==> src/rtl/bru_pkg.sv <==
package bru_pkg;
  typedef enum logic [1:0] {
    POL_STALL      = 2'd0,
    POL_NOT_TAKEN  = 2'd1,
    POL_DIRECTION  = 2'd2,
    POL_DELAY_SLOT = 2'd3
  } policy_e;

  typedef enum logic [1:0] {
    NPC_SEQ    = 2'd0,
    NPC_TARGET = 2'd1,
    NPC_REPLAY = 2'd2
  } npc_sel_e;
endpackage

==> src/rtl/bru_resolve.sv <==
module bru_resolve #(
  parameter int ADDR_W = 32,
  parameter int DATA_W = 32
) (
  input  logic [DATA_W-1:0] op_a,
  input  logic [DATA_W-1:0] op_b,
  input  logic [ADDR_W-1:0] br_pc,
  input  logic [ADDR_W-1:0] disp,
  input  logic              hint_en,
  input  logic              hint,
  output logic              taken,
  output logic              guess_taken,
  output logic [ADDR_W-1:0] target,
  output logic [ADDR_W-1:0] fall_thru
);
  localparam logic [ADDR_W-1:0] INSN_BYTES = ADDR_W'(4);

  function automatic logic [ADDR_W-1:0] calc_target(
    input logic [ADDR_W-1:0] pc, input logic [ADDR_W-1:0] d);
    return pc + INSN_BYTES + (d << 2);
  endfunction

  function automatic logic calc_guess(
    input logic en, input logic bit_hint, input logic [ADDR_W-1:0] d);
    return en ? bit_hint : d[ADDR_W-1];
  endfunction

  always_comb begin
    taken       = (op_a == op_b);
    guess_taken = calc_guess(hint_en, hint, disp);
    target      = calc_target(br_pc, disp);
    fall_thru   = br_pc + INSN_BYTES;
  end
endmodule

==> src/rtl/bru_policy.sv <==
module bru_policy
  import bru_pkg::*;
(
  input  logic     br_live,
  input  policy_e  pol,
  input  logic     taken,
  input  logic     guess_taken,
  output logic     squash,
  output logic     stall,
  output logic     mispredict,
  output npc_sel_e sel
);
  always_comb begin
    squash     = 1'b0;
    stall      = 1'b0;
    mispredict = 1'b0;
    sel        = NPC_SEQ;
    if (br_live) begin
      unique case (pol)
        POL_STALL: begin
          squash = 1'b1;
          stall  = 1'b1;
          sel    = taken ? NPC_TARGET : NPC_REPLAY;
        end
        POL_NOT_TAKEN: begin
          squash     = taken;
          mispredict = taken;
          sel        = taken ? NPC_TARGET : NPC_SEQ;
        end
        POL_DIRECTION: begin
          squash     = guess_taken | taken;
          mispredict = guess_taken ^ taken;
          if (taken)            sel = NPC_TARGET;
          else if (guess_taken) sel = NPC_REPLAY;
          else                  sel = NPC_SEQ;
        end
        default: begin
          sel = taken ? NPC_TARGET : NPC_SEQ;
        end
      endcase
    end
  end
endmodule

==> src/rtl/bru_sat_counter.sv <==
module bru_sat_counter #(
  parameter int W = 8
) (
  input  logic         clk,
  input  logic         rst,
  input  logic         inc,
  output logic [W-1:0] count
);
  localparam logic [W-1:0] TOP = {W{1'b1}};

  always_ff @(posedge clk) begin
    if (rst)                    count <= '0;
    else if (inc && count != TOP) count <= count + 1'b1;
  end


  no_wrap_chk: assert property (@(posedge clk) disable iff (rst)
    (count == TOP) |=> (count == TOP));
endmodule

==> src/rtl/branch_redirect_unit.sv <==
module branch_redirect_unit
  import bru_pkg::*;
#(
  parameter int ADDR_W = 32,
  parameter int DATA_W = 32,
  parameter int CNT_W  = 8
) (
  input  logic              clk,
  input  logic              rst,
  input  logic [1:0]        policy_i,
  input  logic              hint_en_i,
  input  logic              id_branch_i,
  input  logic [ADDR_W-1:0] id_pc_i,
  input  logic [DATA_W-1:0] id_rs_val_i,
  input  logic [DATA_W-1:0] id_rt_val_i,
  input  logic [ADDR_W-1:0] id_disp_i,
  input  logic              id_hint_i,
  output logic [ADDR_W-1:0] fetch_pc_o,
  output logic [1:0]        npc_sel_o,
  output logic              if_stall_o,
  output logic              ifid_squash_o,
  output logic              ifid_valid_o,
  output logic              mispredict_o,
  output logic [CNT_W-1:0]  branch_cnt_o,
  output logic [CNT_W-1:0]  mispred_cnt_o
);
  localparam logic [ADDR_W-1:0] STEP = ADDR_W'(4);

  logic [ADDR_W-1:0] pc_q, pc_next, target, fall_thru;
  logic              valid_q;
  policy_e           pol_q;
  npc_sel_e          sel;
  logic              br_live, taken, guess_taken, squash, stall, mispredict;

  assign br_live = valid_q & id_branch_i;

  bru_resolve #(.ADDR_W(ADDR_W), .DATA_W(DATA_W)) u_resolve (
    .op_a(id_rs_val_i), .op_b(id_rt_val_i), .br_pc(id_pc_i), .disp(id_disp_i),
    .hint_en(hint_en_i), .hint(id_hint_i), .taken(taken),
    .guess_taken(guess_taken), .target(target), .fall_thru(fall_thru));

  bru_policy u_policy (
    .br_live(br_live), .pol(pol_q), .taken(taken), .guess_taken(guess_taken),
    .squash(squash), .stall(stall), .mispredict(mispredict), .sel(sel));

  always_comb begin
    unique case (sel)
      NPC_TARGET: pc_next = target;
      NPC_REPLAY: pc_next = fall_thru;
      default:    pc_next = pc_q + STEP;
    endcase
  end

  always_ff @(posedge clk) begin
    if (rst) begin
      pc_q    <= '0;
      valid_q <= 1'b0;
      pol_q   <= POL_STALL;
    end else begin
      pc_q    <= pc_next;
      valid_q <= ~squash;
      if (!br_live) pol_q <= policy_e'(policy_i);
    end
  end

  bru_sat_counter #(.W(CNT_W)) u_br_cnt (
    .clk(clk), .rst(rst), .inc(br_live), .count(branch_cnt_o));
  bru_sat_counter #(.W(CNT_W)) u_mp_cnt (
    .clk(clk), .rst(rst), .inc(mispredict), .count(mispred_cnt_o));

  assign fetch_pc_o    = pc_q;
  assign npc_sel_o     = sel;
  assign if_stall_o    = stall;
  assign ifid_squash_o = squash;
  assign ifid_valid_o  = valid_q;
  assign mispredict_o  = mispredict;


  bubble_after_squash_chk: assert property (@(posedge clk) disable iff (rst)
    squash |=> !valid_q);

  slot_never_flushed_chk: assert property (@(posedge clk) disable iff (rst)
    (br_live && pol_q == POL_DELAY_SLOT) |-> !squash);

  stall_policy_bubble_chk: assert property (@(posedge clk) disable iff (rst)
    (br_live && pol_q == POL_STALL) |-> (squash && !mispredict));

  mispredict_flushes_chk: assert property (@(posedge clk) disable iff (rst)
    mispredict |-> squash);

  policy_held_in_flight_chk: assert property (@(posedge clk) disable iff (rst)
    br_live |=> (pol_q == $past(pol_q)));

  taken_goes_to_target_chk: assert property (@(posedge clk) disable iff (rst)
    (br_live && taken) |=> (pc_q == $past(target)));

  idle_decode_quiet_chk: assert property (@(posedge clk) disable iff (rst)
    !valid_q |-> (!squash && !stall && !mispredict));
endmodule

==> config.mk <==
export PLATFORM = sky130hd
export DESIGN_NAME = branch_redirect_unit
export DESIGN_NICKNAME = d
export VERILOG_FILES = /design/src/rtl/bru_pkg.sv /design/src/rtl/bru_resolve.sv /design/src/rtl/bru_policy.sv /design/src/rtl/bru_sat_counter.sv /design/src/rtl/branch_redirect_unit.sv
export SDC_FILE = /design/constraint.sdc
export NUM_CORES = 1
export LEC_CHECK = 0
export CORE_MARGIN = 3
export CORE_UTILIZATION = 25
export DETAILED_ROUTE_END_ITERATION = 10
export DONT_BUFFER_PORTS = 1
export REMOVE_ABC_BUFFERS = 1
export SLEW_MARGIN = 20
export SYNTH_ARGS = -nofsm -noshare
export SYNTH_HDL_FRONTEND = slang
export SYNTH_SLANG_ARGS = --single-unit
==> constraint.sdc <==
create_clock -name clk -period 4.5 [get_ports clk]
set_input_delay 0.9 -clock clk [delete_from_list [all_inputs] [get_ports clk]]
set_output_delay 0.9 -clock clk [all_outputs]
set_load 0.1 [all_outputs]
# Word-level counts from Yosys, hierarchy flattened
# Cells that the tools add are included.
# word_totals
ff_bits	51
latch_bits	0
ramBits	0
romBits	0
input_bits	135
out_inout_bits	54
memories	0
# op_classes
add_sub_neg	5
multipliers	0
n_div	0
magnitude_cmp	0
n_eq_ne	7
shift	0
n_mux	14
n_bitwise	4
n_reduce_logical	3
# op_table
cell	n
32-bit by 3-bit adder with 32-bit output, second input constant	2
32-bit one-hot mux with 2 select lines	1
32-bit adder	1
32-bit equality test	1
8-bit by 1-bit adder with 8-bit output, second input constant	2
8-bit != test, second input constant	2
2-bit 2-to-1 mux	4
1-bit 2-to-1 mux	6
2-bit by 1-bit equality test with 1-bit output, second input constant	2
2-bit equality test, second input constant	2
2-bit one-hot mux with 2 select lines	1
1-bit one-hot mux with 3 select lines	1
1-bit logical AND	2
2-bit logical NOT	1
1-bit one-hot mux with 2 select lines	1
1-bit bitwise AND	1
1-bit NOT	1
1-bit bitwise OR	1
1-bit XOR	1

# Logic depth before layout (Yosys ltp)
# logic_depth
ltp_word	7
ltp_mapped	16
ltp_nobuf	16

# Cells and area by module
# From an unflattened synthesis, not the netlist that was laid out.
# hier_totals
hier_cells	712
hier_area_um2	5642.9
# by_module_without_submodules
module	n_inst	cells_per_inst	area_per_inst_um2	seq_area_each_um2
bru_resolve	1	362	2518.7	0.0
branch_redirect_unit	1	234	2085.8	700.7
bru_sat_counter	2	46	430.4	160.2
bru_policy	1	24	177.7	0.0

# Worst setup path before layout
# Ideal clock, no wire load.
# synth_timing
path_type	input to output
startpoint	input id_rt_val_i[1]
endpoint	output ifid_squash_o
arrival_time_ps	4388
setup_slack_ps	-788
cell_stages	8
cell_sequence	xor2_1 -> nor4_1 -> nand4_1 -> or2_2 -> ha_1 -> inv_1 -> a21oi_1 -> a211oi_1
# synth_via
elab_chain_len	4
# synth_rtl
item	line_no	text
from (decl)	branch_redirect_unit.sv:15	input logic [DATA_W-1:0] id_rt_val_i,
32-bit equality test (*)	bru_resolve.sv:29	taken = (op_a == op_b);
1-bit bitwise OR	bru_policy.sv:31	squash = guess_taken | taken;
1-bit one-hot mux with 3 select lines (*)	bru_policy.sv:19	unique case (pol)
1-bit 2-to-1 mux (*)	bru_policy.sv:18	if (br_live) begin
to (decl)	branch_redirect_unit.sv:21	output logic ifid_squash_o,
# Every way passes the cells marked *; elsewhere a longest branch is shown, timed or not.

# Worst setup path after layout
# layout_timing
startpoint	input id_pc_i[4]
endpoint	register pc_q[29] (netlist: fetch_pc_o[29])
# layout_via
elab_chain_len	3
# layout_rtl
item	line_no	text
from (decl)	branch_redirect_unit.sv:13	input logic [ADDR_W-1:0] id_pc_i,
32-bit by 3-bit adder with 32-bit output (*)	bru_resolve.sv:20, bru_resolve.sv:32	
32-bit adder	bru_resolve.sv:20	return pc + INSN_BYTES + (d << 2);
32-bit one-hot mux with 2 select lines (*)	branch_redirect_unit.sv:47	unique case (sel)
to (signal assigned)	branch_redirect_unit.sv:60	pc_q <= pc_next;
to (decl)	branch_redirect_unit.sv:29	logic [ADDR_W-1:0] pc_q, pc_next, target, fall_thru;
# Marks and branches as above.
# A chain may end at the register's enable or synchronous reset.

==> impl_metrics.tcl <==
set metrics [dict create \
    run_status "finished, final reports clean" \
    gpl.final_weighted_congestion 0.8877 \
    clock_transition_time_at_the_flip_flop_clock_pins_of_the_worst_setup_and_hold_paths_ns 0.07 \
    synth_async_sr_flop_share 0 \
    maxClockFrequency_ghz 0.2469 \
    worst_pin_slew_ns 1.143 \
    final_max_slew_viol_count 0 \
    synth_area_leaders "sky130_fd_sc_hd__dfxtp_1 19%, sky130_fd_sc_hd__xor2_1 12%, sky130_fd_sc_hd__ha_1 11%" \
    first_global_vias 4742 \
    die-area_um2 22780 \
    commonest_register_cell_after_synthesis "sky130_fd_sc_hd__dfxtp_1" \
    via_per_instance_ratio 5.152 \
    postCtsSetupRepairBufs 0 \
    setup_viol_count_final 0 \
    tns_ns 0 \
    grt_use_total 0.1426 \
    critPathKind "primary input to flop" \
    hold_buffers 0 \
    largest_family_of_logic_cells_by_synthesized_area "simple AND/OR/NAND/NOR gates" \
    yosysSeqAreaShare 0.1945 \
    cts.root.buffer_cell "sky130_fd_sc_hd__clkbuf_16" \
    first_pass_grt_wire_length_mm 26.19 \
    num_antenna_cells 0 \
    instance_count_of_the_mapped_netlist 666 \
    dr_total_vias 5003 \
    period_needed_ns 4.051 \
    fin_total_pwr_mw 1.550 \
    worstSkewPairLatency_ns 0.29 \
    gr-usage-met3 0.05416 \
    antenna_found_initial 0 \
    drc_errors 0 \
    synth.area.mux_share 0.01001 \
    buffer_ports.inserted 0 \
    tritoncts "built" \
    synth_area_leader_cell "sky130_fd_sc_hd__dfxtp_1" \
    cts_sinks 51 \
    drt-initial-drc-count 301 \
    route.detailed.wl_per_inst_um 17.23 \
    placementRows 52 \
    area_of_combinational_cells_with_multiple_inputs_um2 4078 \
    synth.cell_area_um2 5250 \
    drt_pre_antenna_iters 5 \
    synth-compound-area-share 0.2245 \
    synth_enable_flop_cells 0 \
    timing.slew.headroom 0.2370 \
    synth-xor-area-share 0.2002 \
    globalRoute.totalOverflow 0 \
    period_share 0.9001 \
    setup_slack_ns 0.4494 \
    grt_util_met1 0.1953 \
    arithmetic_cell_share_of_the_synthesized_area_counting_full_adders_half_adders_and_majority_gates 0.1111 \
    core_um2 20430 \
    total_wirelength_mm 16.73 \
    die_h_um 150.9 \
    tritoncts_buffer_count 5 \
    pwr_density_cell_nw_per_um2 254.4 \
    finClkSkew_ns 0.01040 \
    maximum_number_of_pins_on_one_net_before_global_route_repair 52 \
    critical_path.endpoint_type "flop" \
    chipWidth_um 150.9 \
    post_cts_resized 0 \
    final_nets 881 \
    critical_path_peak_fanout 5 \
    drive_gt1_frac 0.1098 \
    synth.yosys.warnings 0 \
    irDropWorstVdd_mv 0.1595 \
    sequential_cell_area_um2 1021 \
    layout.cells.most_common "sky130_fd_sc_hd__xor2_1" \
    synth_area_per_cell_um2 7.883 \
    gr-usage-met2 0.2201 \
    synthDominantCellAreaShare 0.1945 \
    synth.ff_latch_count 51 \
    mostFrequentLayoutCells "72 x sky130_fd_sc_hd__xor2_1, 55 x sky130_fd_sc_hd__nand2_1, 54 x sky130_fd_sc_hd__buf_4, 51 x sky130_fd_sc_hd__dfxtp_1, 48 x sky130_fd_sc_hd__xnor2_1" \
    total_leakage_power_nw 2.379 \
    worstSetupStartpointType "primary input" \
    critPathArrivalTime_ns 4.22 \
    finalHoldViolations 0 \
    yosys.cell_types.count 55 \
    floorplan.initialDensity 0.2570 \
    ctsLongestPathBuffers 2 \
    h-tree-depth 2 \
    route.antenna.remaining_nets 0 \
    place.detailed.hpwl_mm 13.70 \
    top_level_ports 189 \
    layout-area-overhead-vs-synth_pct 16.09 \
    hp-class "flop to flop" \
    regToRegSetupSlack_ns 1.81 \
    nFillCells 2247 \
    post-place-ws_ns 0.1655 \
    timing.critical_path.required_ns 4.67 \
    globalRoute.busiestLayer "met2" \
    synthSimpleGateAreaFrac 0.2274 \
    grt_setup_unrepaired "no" \
    maxCapViolCount 0 \
]
==> power by group <==
part	internal (mW)	switching (mW)	total (mW)	leakage [nW]
clock network	0.263	0.184	0.447	0.0838
registers	0.474	0.0617	0.535	0.416
logic	0.209	0.360	0.568	1.88
==> kinds of logic after synthesis <==
kind of cell             count (synthesis)
adder cells (fa/ha/maj)                 46
buffers and inverters                   45
AND/OR/NAND/NOR                        229
XOR/XNOR                               120
flip-flops                              51
multiplexers                             5
AO/OA/AOI/OAI                          170
==> routing by layer <==
metal / wire [um] / vias to the layer above
met3: 1619 / 8
met4: 120 / 0
met5: 0 / -
met2: 7232 / 155
li1: - / 2521
met1: 7758 / 2319
==> path summary, 6_finish.rpt <==
kind / cells past startpoint / to / startpoint
max: 18 / fetch_pc_o[29] / id_pc_i[4]
min: 2 / pol_q[0] / pol_q[0]
max reg2reg: 10 / fetch_pc_o[30] / fetch_pc_o[12]
min reg2reg: 2 / pol_q[0] / pol_q[0]
==> Yosys cell counts (4+ instances only) <==
| library cell | count |
|---|---|
| sky130_fd_sc_hd__a211oi_1 | 26 |
| sky130_fd_sc_hd__a21o_1 | 17 |
| sky130_fd_sc_hd__a21oi_1 | 44 |
| sky130_fd_sc_hd__a221oi_1 | 27 |
| sky130_fd_sc_hd__and2_1 | 8 |
| sky130_fd_sc_hd__and3_1 | 19 |
| sky130_fd_sc_hd__and4_1 | 9 |
| sky130_fd_sc_hd__clkbuf_1 | 25 |
| sky130_fd_sc_hd__dfxtp_1 | 51 |
| sky130_fd_sc_hd__ha_1 | 45 |
| sky130_fd_sc_hd__inv_1 | 17 |
| sky130_fd_sc_hd__nand2_1 | 55 |
| sky130_fd_sc_hd__nand3_1 | 38 |
| sky130_fd_sc_hd__nand4_1 | 21 |
| sky130_fd_sc_hd__nor2_1 | 41 |
| sky130_fd_sc_hd__nor3_1 | 5 |
| sky130_fd_sc_hd__nor4_1 | 8 |
| sky130_fd_sc_hd__o211ai_1 | 4 |
| sky130_fd_sc_hd__o21a_1 | 6 |
| sky130_fd_sc_hd__o21ai_0 | 19 |
| sky130_fd_sc_hd__o21bai_1 | 6 |
| sky130_fd_sc_hd__or3_1 | 6 |
| sky130_fd_sc_hd__xnor2_1 | 48 |
| sky130_fd_sc_hd__xor2_1 | 72 |
==> stage by stage <==
stage | cell area [um^2] | util | hold slack (ns) | instances
after floorplan | 5144 | - | 0.4703 | 638
after global placement | 5926 | 0.2901 | 0.4914 | 963
after CTS | 6095 | 0.2983 | 0.5120 | 971
after detailed placement | 5926 | 0.2901 | 0.5015 | 963
final | 6095 | 0.2983 | 0.5099 | 971
after global routing | 6095 | 0.2983 | 0.5494 | 971
==> state kept, by name, summed over array words and instances (netlist names) <==
signal and count:
pol_q 2, fetch_pc_o 32, u_br_cnt.count 8, u_mp_cnt.count 8
ifid_valid_o 1
==> cell type report <==
| cell class | instances | share of cell area |
|---|---|---|
| tap | 270 | 0.05543 |
| timing repair buffer | 55 | 0.06980 |
| inverter | 17 | 0.01047 |
| sequential | 51 | 0.1675 |
| clock buffer | 5 | 0.02053 |
| multi-input combinational | 570 | 0.6691 |
| clock inverter | 3 | 0.007185 |
==> critical path: stages <==
cell and delay [ns]:
sky130_fd_sc_hd__and4_1 0.24, sky130_fd_sc_hd__nand3_1 0.16, sky130_fd_sc_hd__nor3_1 0.23, sky130_fd_sc_hd__buf_4 0.19, sky130_fd_sc_hd__and3_1 0.21, sky130_fd_sc_hd__nand2_1 0.08, sky130_fd_sc_hd__xnor2_1 0.18, sky130_fd_sc_hd__ha_1 0.31
sky130_fd_sc_hd__and3_1 0.16, sky130_fd_sc_hd__and3_1 0.18, sky130_fd_sc_hd__nand2_1 0.08, sky130_fd_sc_hd__or3_1 0.37, sky130_fd_sc_hd__o32a_1 0.18, sky130_fd_sc_hd__o311ai_1 0.09, sky130_fd_sc_hd__buf_4 0.17, sky130_fd_sc_hd__xor2_1 0.06
sky130_fd_sc_hd__a221oi_1 0.33, sky130_fd_sc_hd__a211oi_1 0.09
Note: power is estimated with default switching activity, not from simulation.
